--- config.mk ---
export PLATFORM = sky130hd
export DESIGN_NAME = i2c_gcall_rx
export DESIGN_NICKNAME = d
export VERILOG_FILES = /design/src/rtl/i2c_gcall_rx.sv
export SDC_FILE = /design/constraint.sdc
export NUM_CORES = 1
export LEC_CHECK = 0
export BUFFER_PORTS_ARGS = -buffer_cell sky130_fd_sc_hd__buf_2
export CAP_MARGIN = 15
export CORE_UTILIZATION = 60
export CTS_BUF_LIST = sky130_fd_sc_hd__clkbuf_8
export CTS_CLUSTER_DIAMETER = 40
export DETAILED_ROUTE_END_ITERATION = 10
export MAX_ROUTING_LAYER = met4
export PLACE_DENSITY_LB_ADDON = 0.15
export SYNTH_ARGS = -nofsm -noshare
export SYNTH_HDL_FRONTEND = slang
export SYNTH_SLANG_ARGS = --single-unit
--- constraint.sdc ---
create_clock -name clk -period 2.6 [get_ports clk]
set_input_delay 0.52 -clock clk [delete_from_list [all_inputs] [get_ports clk]]
set_output_delay 0.52 -clock clk [all_outputs]
set_load 0.03 [all_outputs]
--- src/rtl/i2c_gcall_rx.sv ---
module i2c_gcall_rx #(
  parameter int BYTE_W = 8
) (
  input  logic              clk,
  input  logic              rst_n,
  input  logic              scl_i,
  input  logic              sda_i,
  input  logic              gc_ack_en_i,
  input  logic              int_ninth_i,
  input  logic              data_ack_en_i,
  input  logic              int_wr_i,
  input  logic              int_wdata_i,
  input  logic              mst_en_i,
  input  logic [BYTE_W-1:0] mst_addr2_i,
  output logic              sda_low_o,
  output logic              scl_low_o,
  output logic              gc_flag_o,
  output logic              al_flag_o,
  output logic              master_o,
  output logic              lrb_o,
  output logic [BYTE_W-1:0] rx_data_o,
  output logic              int_o
);

  localparam int CW = $clog2(BYTE_W + 1);
  localparam logic [CW-1:0] LAST_BIT = CW'(BYTE_W - 1);
  localparam logic [CW-1:0] ACK_SLOT = CW'(BYTE_W);

  typedef enum logic [2:0] {PH_IDLE, PH_ADDR1, PH_ADDR2, PH_DATA, PH_SKIP} phase_t;

  phase_t            phase;
  logic              scl_q, sda_q, armed;
  logic [CW-1:0]     bitn;
  logic [BYTE_W-1:0] shreg, tx_byte, tx_sh;
  logic              gc_q, al_q, mst_q, lrb_q, int_q;

  logic scl_rise, scl_fall, start_ev, stop_ev, active, ack_slot;
  logic fall8, fall9, mst_tx, tx_bit, mst_low, al_hit, gc_hit;
  logic int_set, slave_ack;

  assign scl_rise = scl_i & ~scl_q;
  assign scl_fall = ~scl_i & scl_q;
  assign start_ev = scl_i & scl_q & sda_q & ~sda_i;
  assign stop_ev  = scl_i & scl_q & ~sda_q & sda_i;
  assign active   = phase != PH_IDLE;
  assign ack_slot = armed && bitn == ACK_SLOT;
  assign fall8    = active && scl_fall && armed && bitn == LAST_BIT;
  assign fall9    = active && scl_fall && ack_slot;

  assign tx_byte = (phase == PH_ADDR1) ? '0 : mst_addr2_i;
  assign tx_sh   = tx_byte << bitn;
  assign tx_bit  = tx_sh[BYTE_W-1];
  assign mst_tx  = mst_q && armed && bitn < ACK_SLOT &&
                   (phase == PH_ADDR1 || phase == PH_ADDR2);
  assign mst_low = mst_tx & ~tx_bit;
  assign al_hit  = mst_tx & scl_rise & tx_bit & ~sda_i;

  assign gc_hit  = fall8 && phase == PH_ADDR1 && shreg == '0 && gc_ack_en_i;
  assign int_set = (fall8 && !int_ninth_i && (mst_q || gc_q || gc_hit)) ||
                   (fall9 && int_ninth_i && (mst_q || gc_q) && phase != PH_SKIP);

  assign slave_ack = ack_slot && active && !mst_q && gc_q &&
                     (phase == PH_ADDR1 || data_ack_en_i);

  assign sda_low_o = slave_ack | mst_low;
  assign scl_low_o = int_q;
  assign gc_flag_o = gc_q;
  assign al_flag_o = al_q;
  assign master_o  = mst_q;
  assign lrb_o     = lrb_q;
  assign int_o     = int_q;

  always_ff @(posedge clk or negedge rst_n) begin
    if (!rst_n) begin
      scl_q     <= 1'b1;
      sda_q     <= 1'b1;
      phase     <= PH_IDLE;
      armed     <= 1'b0;
      bitn      <= '0;
      shreg     <= '0;
      rx_data_o <= '0;
      gc_q      <= 1'b0;
      al_q      <= 1'b0;
      mst_q     <= 1'b0;
      lrb_q     <= 1'b0;
      int_q     <= 1'b0;
    end else begin
      scl_q <= scl_i;
      sda_q <= sda_i;
      if (start_ev) begin
        phase <= PH_ADDR1;
        armed <= 1'b0;
        bitn  <= '0;
        gc_q  <= 1'b0;
        al_q  <= 1'b0;
        mst_q <= mst_en_i;
        int_q <= 1'b0;
      end else if (stop_ev) begin
        phase <= PH_IDLE;
        armed <= 1'b0;
        bitn  <= '0;
        gc_q  <= 1'b0;
        mst_q <= 1'b0;
        int_q <= 1'b0;
      end else begin
        if (int_wr_i && int_wdata_i) int_q <= 1'b0;
        if (int_set) int_q <= 1'b1;

        if (active && scl_fall) begin
          if (!armed) begin
            armed <= 1'b1;
          end else if (ack_slot) begin
            bitn <= '0;
            case (phase)
              PH_ADDR1: phase <= (mst_q || gc_q) ? PH_ADDR2 : PH_SKIP;
              PH_ADDR2: phase <= PH_DATA;
              default:  phase <= phase;
            endcase
          end else begin
            bitn <= bitn + 1'b1;
          end
        end

        if (fall8) rx_data_o <= shreg;
        if (gc_hit) gc_q <= 1'b1;

        if (active && scl_rise && armed) begin
          if (bitn < ACK_SLOT) shreg <= {shreg[BYTE_W-2:0], sda_i};
          else lrb_q <= sda_i;
        end

        if (al_hit) begin
          al_q  <= 1'b1;
          mst_q <= 1'b0;
          if (phase == PH_ADDR2) gc_q <= 1'b1;
        end
      end
    end
  end


  gc_ack_chk: assert property (@(posedge clk) disable iff (!rst_n)
    (sda_low_o && !master_o && phase == PH_ADDR1) |-> gc_flag_o);


  int_edge_chk: assert property (@(posedge clk) disable iff (!rst_n)
    $rose(int_o) |-> $past(scl_fall));


  int_clear_chk: assert property (@(posedge clk) disable iff (!rst_n)
    (int_wr_i && int_wdata_i && !fall8 && !fall9) |=> !int_o);


  int_hold_chk: assert property (@(posedge clk) disable iff (!rst_n)
    (int_o && int_wr_i && !int_wdata_i && !start_ev && !stop_ev) |=> int_o);


  al_release_chk: assert property (@(posedge clk) disable iff (!rst_n)
    al_flag_o |-> (!master_o && !mst_low));


  stop_clear_chk: assert property (@(posedge clk) disable iff (!rst_n)
    stop_ev |=> (!gc_flag_o && !master_o && !int_o));

endmodule

======== After elaboration in Yosys (flattened, before gate mapping) ========
Cells that the tools add are included.
word-level totals
  bits in registers ....................... 31
  bits of input ports ..................... 18
  output and inout bits ................... 15
  logic and storage cells ................. 117
operators by class
  $add $sub $neg .......................... 1
  magnitude comparators ................... 1
  equality and inequality tests ........... 6
  shifts and indexed selects .............. 1
  mux-type cells .......................... 31
  bitwise operators ....................... 20
  reductions and logical operators ........ 45
operator list
  cell                 count
  $logic_and 1x1->1    23
  $mux 4               5
  $mux 1               18
  $mux 3               6
  $reduce_bool 3->1    5
  $reduce_and 4->1     3
  $and 1x1->1          11
  $logic_not 8->1      1
  $mux 8               1
  $not 1->1            8
  $reduce_bool 4->1    2
  $shl 8x4->8          1
  $pmux 3 s2           1
  $logic_or 1x1->1     5
  $add 4x1->4 const B  1
  $eq 4x3->1 const B   1
  $eq 4x4->1 const B   1
  $lt 4x4->1 const B   1
  $reduce_and 2->1     2
  $eq 3x1->1 const B   1
  $eq 3x2->1 const B   1
  $ne 3x3->1 const B   1
  $reduce_and 3->1     1
  $logic_not 1->1      2
  3 further kinds      3

======== Longest topological paths before layout ========
Gate-level depths: netlist of the first run.
  depth in word-level cells ............... 14
  mapped depth ............................ 7

======== Worst setup path before layout of the first run ========
Ideal clock, no wire load.
  kind .................................... reg2out
  start point ............................. register phase[2]
  end point ............................... output sda_low_o
  arrival time ............................ 1.846 ns
  data required time ...................... 2.080 ns
  setup slack ............................. 0.234 ns
  cell stages (with the launch flop) ...... 6
  path buffers ............................ 1
  cell sequence ........................... dfrtp_1 > buf_2 > nor3b_1 > a311oi_1 > and3_1 > o31ai_1
between the ends
  word-level cells in the longest chain between the ends .. 6
  elaborated cells on any way between the ends .. 15
  classes of those cells .................. eq/ne (2); shift (1); mux (1); bitwise (3); reduce/logical (8)
RTL lines
  what                                              RTL line  RTL
  from (decl)                                       31        phase_t phase;
  from (signal assigned)                            115       PH_ADDR1: phase <= (mst_q || gc_q) ? PH_ADDR2 : PH_SKIP;
  from (signal assigned)                            117       default: phase <= phase;
  $eq 3x1->1 or $reduce_bool 3->1 (tied branches)   --
  $mux 8 or $logic_and 1x1->1 (tied branches)       50, 62
  $shl 8x4->8 or $logic_and 1x1->1 (tied branches)  51, 62
  $not 1->1 or $logic_and 1x1->1 (tied branches)    55, 62
  $and 1x1->1 or $logic_and 1x1->1 (tied branches)  55, 62
  $or 1x1->1 (*)                                    65        assign sda_low_o = slave_ack | mst_low;
  to (decl)                                         15        output logic sda_low_o,
Mark *: on every way between the ends. The rest lies on a longest branch, timed or not.

======== Final worst setup path of the first run ========
  start point ............................. register phase[0]
  end point ............................... output sda_low_o
Same word-level chain as after synthesis.

==> results.json, run 1 <==
{
  "status": "completed",
  "leakagePower_nw": 0.8867,
  "grt.total_usage_pct": 26.37,
  "slew_headroom_pct": 55.85,
  "first_pass_iters": 4,
  "grt_max_degree": 32,
  "drt-wirelength-per-cell_um": 15.96,
  "netSwitchingPower_w": 0.0004013,
  "stdcell_count": 205,
  "swShare_pct": 30.72,
  "cts_resized": 0,
  "root_buffer": "clkbuf_8",
  "power.share.sequential_pct": 51.1,
  "post-synth-top-area-fraction_pct": 45.49,
  "dp_slack_ns": 0.4774,
  "synth.ff_latch_count": 31,
  "report.final.slew_viol_count": 0,
  "finalCritPeriodShare_pct": 95.58,
  "peakVddDrop_mv": 0.5635,
  "synth_area_leaders": "dfrtp_1 45%, mux2_2 11%, mux2i_1 3.8%, dfstp_2 3.3%, nor2_1 2.6%",
  "antenna_cells": 0,
  "antenna_found_initial": 0,
  "avgSynthCellArea_um2": 11.23,
  "power.density_mw_per_mm2": 706.4,
  "p_comb_share_pct": 20.2,
  "maxCapViolations": 0,
  "async_reset_ff_share_pct": 100.0,
  "min_path_type": "in -> async",
  "routed_wl_um": 3272,
  "grt_pass1_vias": 1144,
  "clock_power_share_pct": 28.7,
  "die-width_um": 53.57,
  "die-area_mm2": 0.002869,
  "max_freq_mhz": 402.4,
  "dp_hpwl_um": 2345,
  "yosys_warnings": 0,
  "arrival_ns": 1.97,
  "syn_nets": 162,
  "cts_made_buffers": 5,
  "row_count": 18,
  "htree_levels": 2,
  "clockBufferDepth": 2,
  "setup_viol": 0,
  "place_inst": 198,
  "syn_to_final_growth_pct": 15.92,
  "final_nets": 195,
  "routed_via_density": 6.132,
  "synth.most_common_cell": "dfrtp_1",
  "clock_skew_ns": 0.006803,
  "rrSetupSlack_ns": 0.65,
  "tightest_slew_ns": 0.6622,
  "drt_iter0_markers": 52,
  "dr_total_vias": 1257,
  "cts.sinks": 31,
  "tns_ns": 0,
  "p_int_w": 0.0009050,
  "worstReg2RegEnd": "rx_data_o[0]$_DFFE_PN0P_",
  "rr_worst_depth": 4,
  "reg2reg_from": "bitn[0]$_DFFE_PN0P_",
  "core_mm2": 0.002500,
  "syn-cell-area_mm2": 0.001595,
  "syn_inst": 142,
  "ys_types": 48,
  "start_util_pct": 63.81,
  "hold_buffers": 0,
  "io_buffers": 32,
  "die_y_um": 53.57,
  "crit_path_end_kind": "primary output",
  "antenna_left": 0,
  "yosysSeqAreaShare_pct": 48.78,
  "post-synth-top-area-cell": "dfrtp_1",
  "grt_pass1_wl_um": 5030,
  "crit_path_start_kind": "register",
  "drc_errors": 0,
  "clkLatencyLatePin_ns": 0.28,
  "drive_gt1_share_pct": 36.00,
  "grt_setup_unrepaired": "false",
  "fin_ws_ns": 0.1150,
  "pin_count": 33,
  "cp_max_fo": 8,
  "synth_edf_count": 0,
  "synth_top_flop_cell": "dfrtp_1",
  "crit_path_start": "phase[0]$_DFFE_PN0P_",
  "grt_overflow": 0,
  "cts_tree": "yes",
  "clkTransAtPathRegs_ns": 0.06,
  "timing.final.crit_period_ns": 2.485,
  "gp_congestion": 0.9845,
  "cp-endpoint": "sda_low_o",
  "critical_path_class": "reg -> out",
  "cts_setup_buffers": 0,
  "final_hold_viol_count": 0,
  "synthTopCellsByCount": "29 x dfrtp_1, 16 x mux2_2, 11 x nor2_1",
  "cp.required_ns": 2.08,
  "finalPower_w": 0.001306
}
cell type report:
| type | count | area (um2) |
|---|---|---|
| Timing Repair Buffer | 32 | 160.2 |
| Clock buffer | 6 | 82.58 |
| Sequential cell | 31 | 778.2 |
| Multi-Input combinational cell | 99 | 763.2 |
| Clock inverter | 1 | 5.005 |
| Fill cell | 173 | 650.6 |
| Tap cell | 30 | 37.54 |
| Inverter | 6 | 22.52 |
state kept, by name, indices dropped and copies added, names as in the netlist, 3 cells and up:
signal	count
phase	3
rx_data_o	8
shreg	8
bitn	4
power by group through the flow:
stage                     clock network (W)  registers [W]  logic, W
after floorplan                           0       0.000642  0.000204
after global placement                    0       0.000667  0.000260
after detailed placement                  0       0.000673  0.000264
after CTS                          0.000382       0.000666  0.000267
after global routing               0.000397       0.000683  0.000294
final                              0.000374       0.000667  0.000264
through the flow:
stage / util, % / instance area [um2] / hold slack, ns
global route: 73.97 / 1849 / 0.3352
detailed placement: 70.47 / 1762 / 0.4909
finish: 73.97 / 1849 / 0.2680
CTS: 73.97 / 1849 / 0.2993
floorplan: - / 1595 / 0.2244
global placement: 70.47 / 1762 / 0.4855
logic make-up after synthesis:
group	Yosys count	share of synthesized area, %
mux	23	16.00
compound gates	21	8.785
flops	31	48.78
fa+ha+maj	2	1.568
simple gates	51	20.39
xor+xnor	2	1.098
buf+inv	12	3.372
layout by cell type, fill, tap and decap left out, drive strengths merged, types with 3 or more instances in the layout:
master	instances
clkbuf	6
nand3	4
nor4	3
buf	32
nand2	4
mux2i	6
nor2	12
a21oi	7
inv	6
mux2	17
dfrtp	29
nor3	7
o21ai	3
per-layer routing:
metal  track usage, %  routed length, um
met5                -                  0
met3            6.780                199
met2            41.88               1609
met4            14.47                 61
met1            30.40               1401
worst max-delay path, cell delays in order, from the launching register on:
cell and delay [ns]:
dfrtp_1 0.48, nor3b_1 0.45, a311oi_1 0.12, and3_1 0.21, o31ai_1 0.19, buf_2 0.23
worst min path at each step:
| stage | from | end | slack [ns] | depth (start not counted) |
|---|---|---|---|---|
| final | rst_n | bitn[0]$_DFFE_PN0P_ | 0.27 | 1 |
| after global routing | rst_n | bitn[0]$_DFFE_PN0P_ | 0.34 | 1 |
| after CTS | rst_n | gc_flag_o$_DFF_PN0_ | 0.30 | 1 |
| after detailed placement | rx_data_o[6]$_DFFE_PN0P_ | rx_data_o[6]$_DFFE_PN0P_ | 0.49 | 1 |
| after global placement | rx_data_o[6]$_DFFE_PN0P_ | rx_data_o[6]$_DFFE_PN0P_ | 0.49 | 1 |
| after floorplan | rst_n | al_flag_o$_DFFE_PN0P_ | 0.22 | 0 |
Power figures use the tool's default switching activity.
==> inputs of run 2 (changes only) <==
==> config.mk (replaced) <==
export PLATFORM = sky130hd
export DESIGN_NAME = i2c_gcall_rx
export DESIGN_NICKNAME = d
export VERILOG_FILES = /design/src/rtl/i2c_gcall_rx.sv
export SDC_FILE = /design/constraint.sdc
export NUM_CORES = 1
export LEC_CHECK = 0
export CAP_MARGIN = 15
export CORE_UTILIZATION = 60
export CTS_BUF_LIST = sky130_fd_sc_hd__clkbuf_8
export CTS_CLUSTER_DIAMETER = 40
export DETAILED_ROUTE_END_ITERATION = 10
export DONT_BUFFER_PORTS = 1
export MAX_ROUTING_LAYER = met4
export PLACE_DENSITY = 0.8
export SKIP_LAST_GASP = 1
export SYNTH_ARGS = -nofsm -noshare
export SYNTH_HDL_FRONTEND = slang
export SYNTH_SLANG_ARGS = --single-unit
==> run 2 against run 1 <==
Die area unchanged; flip-flop and latch count unchanged; clock power increased by 11%; sequential power increased by 1%; via count decreased by 8.0%; critical endpoint unchanged; largest cell class unchanged; highest routed layer unchanged.
==> results.json, run 2 (same netlist as run 1, synthesis figures left out) <==
{
  "start_util_pct": 63.81,
  "reg.largest.list": "rx_data_o: 8 flops, shreg: 8 flops, bitn: 4 flops",
  "clkLatencyLatePin_ns": 0.28,
  "cts_setup_buffers": 0,
  "antenna_found_initial": 0,
  "syn_to_final_growth_pct": 8.627,
  "report.final.slew_viol_count": 0,
  "drt-wirelength-per-cell_um": 17.29,
  "io_buffers": 0,
  "max_stage_delay_ns": 0.50,
  "routed_wl_um": 3043,
  "dp_slack_ns": 0.4325,
  "slew_headroom_pct": 55.15,
  "hold_slack_ns": 0.05368,
  "place_inst": 167,
  "die-width_um": 53.57,
  "antenna_left": 0,
  "cts_resized": 0,
  "setup_viol": 0,
  "first_pass_iters": 4,
  "dpl_cell_area_mm2": 0.001609,
  "crit_chain": "nor3b_1 > a311oi_1 > and3_1 > o31ai_1 > buf_4",
  "antenna_cells": 0,
  "rr_worst_depth": 4,
  "root_buffer": "clkbuf_8",
  "cts_made_buffers": 5,
  "maxCapViolations": 0,
  "die-area_mm2": 0.002869,
  "final_area_mm2": 0.001733,
  "arrival_ns": 1.99,
  "clock_skew_ns": 0.003721,
  "gp_congestion": 0.8895,
  "timing.final.crit_period_ns": 2.509,
  "min_path_type": "in -> async",
  "layout_commonest_cell": "dfrtp_1",
  "tightest_slew_ns": 0.6703,
  "rrSetupSlack_ns": 0.69,
  "drc_errors": 0,
  "stdcell_count": 176,
  "routed_via_density": 6.568,
  "tns_ns": 0,
  "layout_common_cells": "29 x dfrtp_1, 16 x mux2_2, 11 x nor2_1",
  "power.density_mw_per_mm2": 766.7,
  "grt_pass1_wl_um": 4795,
  "grt_pass1_vias": 1062,
  "core_mm2": 0.002500,
  "crit_path_start_kind": "register",
  "drive_gt1_share_pct": 23.29,
  "pin_count": 33,
  "critical_path_class": "reg -> out",
  "cp_max_fo": 8,
  "finalCritPeriodShare_pct": 96.49,
  "critical_path.slowest_cell": "nor3b_1",
  "crit_path_end_kind": "primary output",
  "peakVddDrop_mv": 0.5651,
  "final_nets": 165,
  "max_freq_mhz": 398.6,
  "cts_tree": "yes",
  "drt_iter0_markers": 46,
  "status": "completed",
  "dp_hpwl_um": 2120,
  "final_hold_viol_count": 0,
  "cp.required_ns": 2.08,
  "grt_max_degree": 30,
  "row_count": 18,
  "grt_overflow": 0,
  "fin_ws_ns": 0.09137,
  "dr_total_vias": 1156,
  "clockBufferDepth": 2,
  "htree_levels": 2,
  "leakagePower_nw": 0.7554,
  "die_y_um": 53.57,
  "grt.total_usage_pct": 25.02,
  "grt_setup_unrepaired": "false",
  "clkTransAtPathRegs_ns": 0.06,
  "cts.sinks": 31
}
==> run 2: cell count changes in the layout (fill, tap and decap cells not counted) <==
cell	delta
clkinvlp_4	+1
clkinv_2	-1
clkbuf_8	+1
buf_2	-32
buf_4	+1
buf_12	+1
==> run 2: final cells by class <==
| class | instances | area (um2) |
|---|---|---|
| Timing Repair Buffer | 2 | 27.53 |
| Clock inverter | 1 | 7.507 |
| Clock buffer | 7 | 96.34 |
| Multi-Input combinational cell | 99 | 763.2 |
| Inverter | 6 | 22.52 |
| Sequential cell | 31 | 778.2 |
| Tap cell | 30 | 37.54 |
| Fill cell | 180 | 767.0 |
==> run 2: timing repair <==
| action | CTS | global route |
|---|---|---|
| hold buffers | 1 | 0 |
| endpoints found under the setup margin | 0 | 0 |
| endpoints found under the hold margin | 29 | 0 |
==> run 2: critical path: cells and delay by family, from the launching register on <==
kind / cells / cell delay [ns]
compound gates: 2 / 0.31
buf+inv: 1 / 0.20
flops: 1 / 0.48
simple gates: 2 / 0.71
==> run 2: final timing paths <==
| check | endpoint | startpoint |
|---|---|---|
| max | sda_low_o | phase[0]$_DFFE_PN0P_ |
| min | phase[2]$_DFFE_PN0P_ | rst_n |
| max reg2reg | rx_data_o[1]$_DFFE_PN0P_ | bitn[0]$_DFFE_PN0P_ |
| min reg2reg | shreg[7]$_DFFE_PN0P_ | shreg[7]$_DFFE_PN0P_ |
| max in group asynchronous | shreg[6]$_DFFE_PN0P_ | rst_n |
| min in group clk | scl_q$_DFF_PN1_ | scl_i |
==> run 2: stage by stage <==
step	power, W	util [%]
3_5_place_dp	0.0009064	64.36
3_3_place_gp	0.0008948	64.36
4_1_cts	0.001337	69.32
6_report	0.001329	69.32
2_1_floorplan	0.0008465	-
5_1_grt	0.001399	69.32
==> run 2: where the power goes <==
| part | switching [W] | total [W] | internal (W) | leakage, nW |
|---|---|---|---|---|
| clock | 0.000176 | 0.000417 | 0.000240 | 0.0505 |
| combinational | 0.000109 | 0.000235 | 0.000126 | 0.299 |
| sequential | 0.000113 | 0.000677 | 0.000564 | 0.406 |
==> run 2: metal layers <==
metal | wire length, um | track usage (%) | up-vias
met2 | 1419 | 36.88 | 69
met1 | 1249 | 29.87 | 545
met5 | 0 | - | -
met3 | 274 | 7.910 | 15
met4 | 99 | 14.91 | 0
li1 | - | - | 527
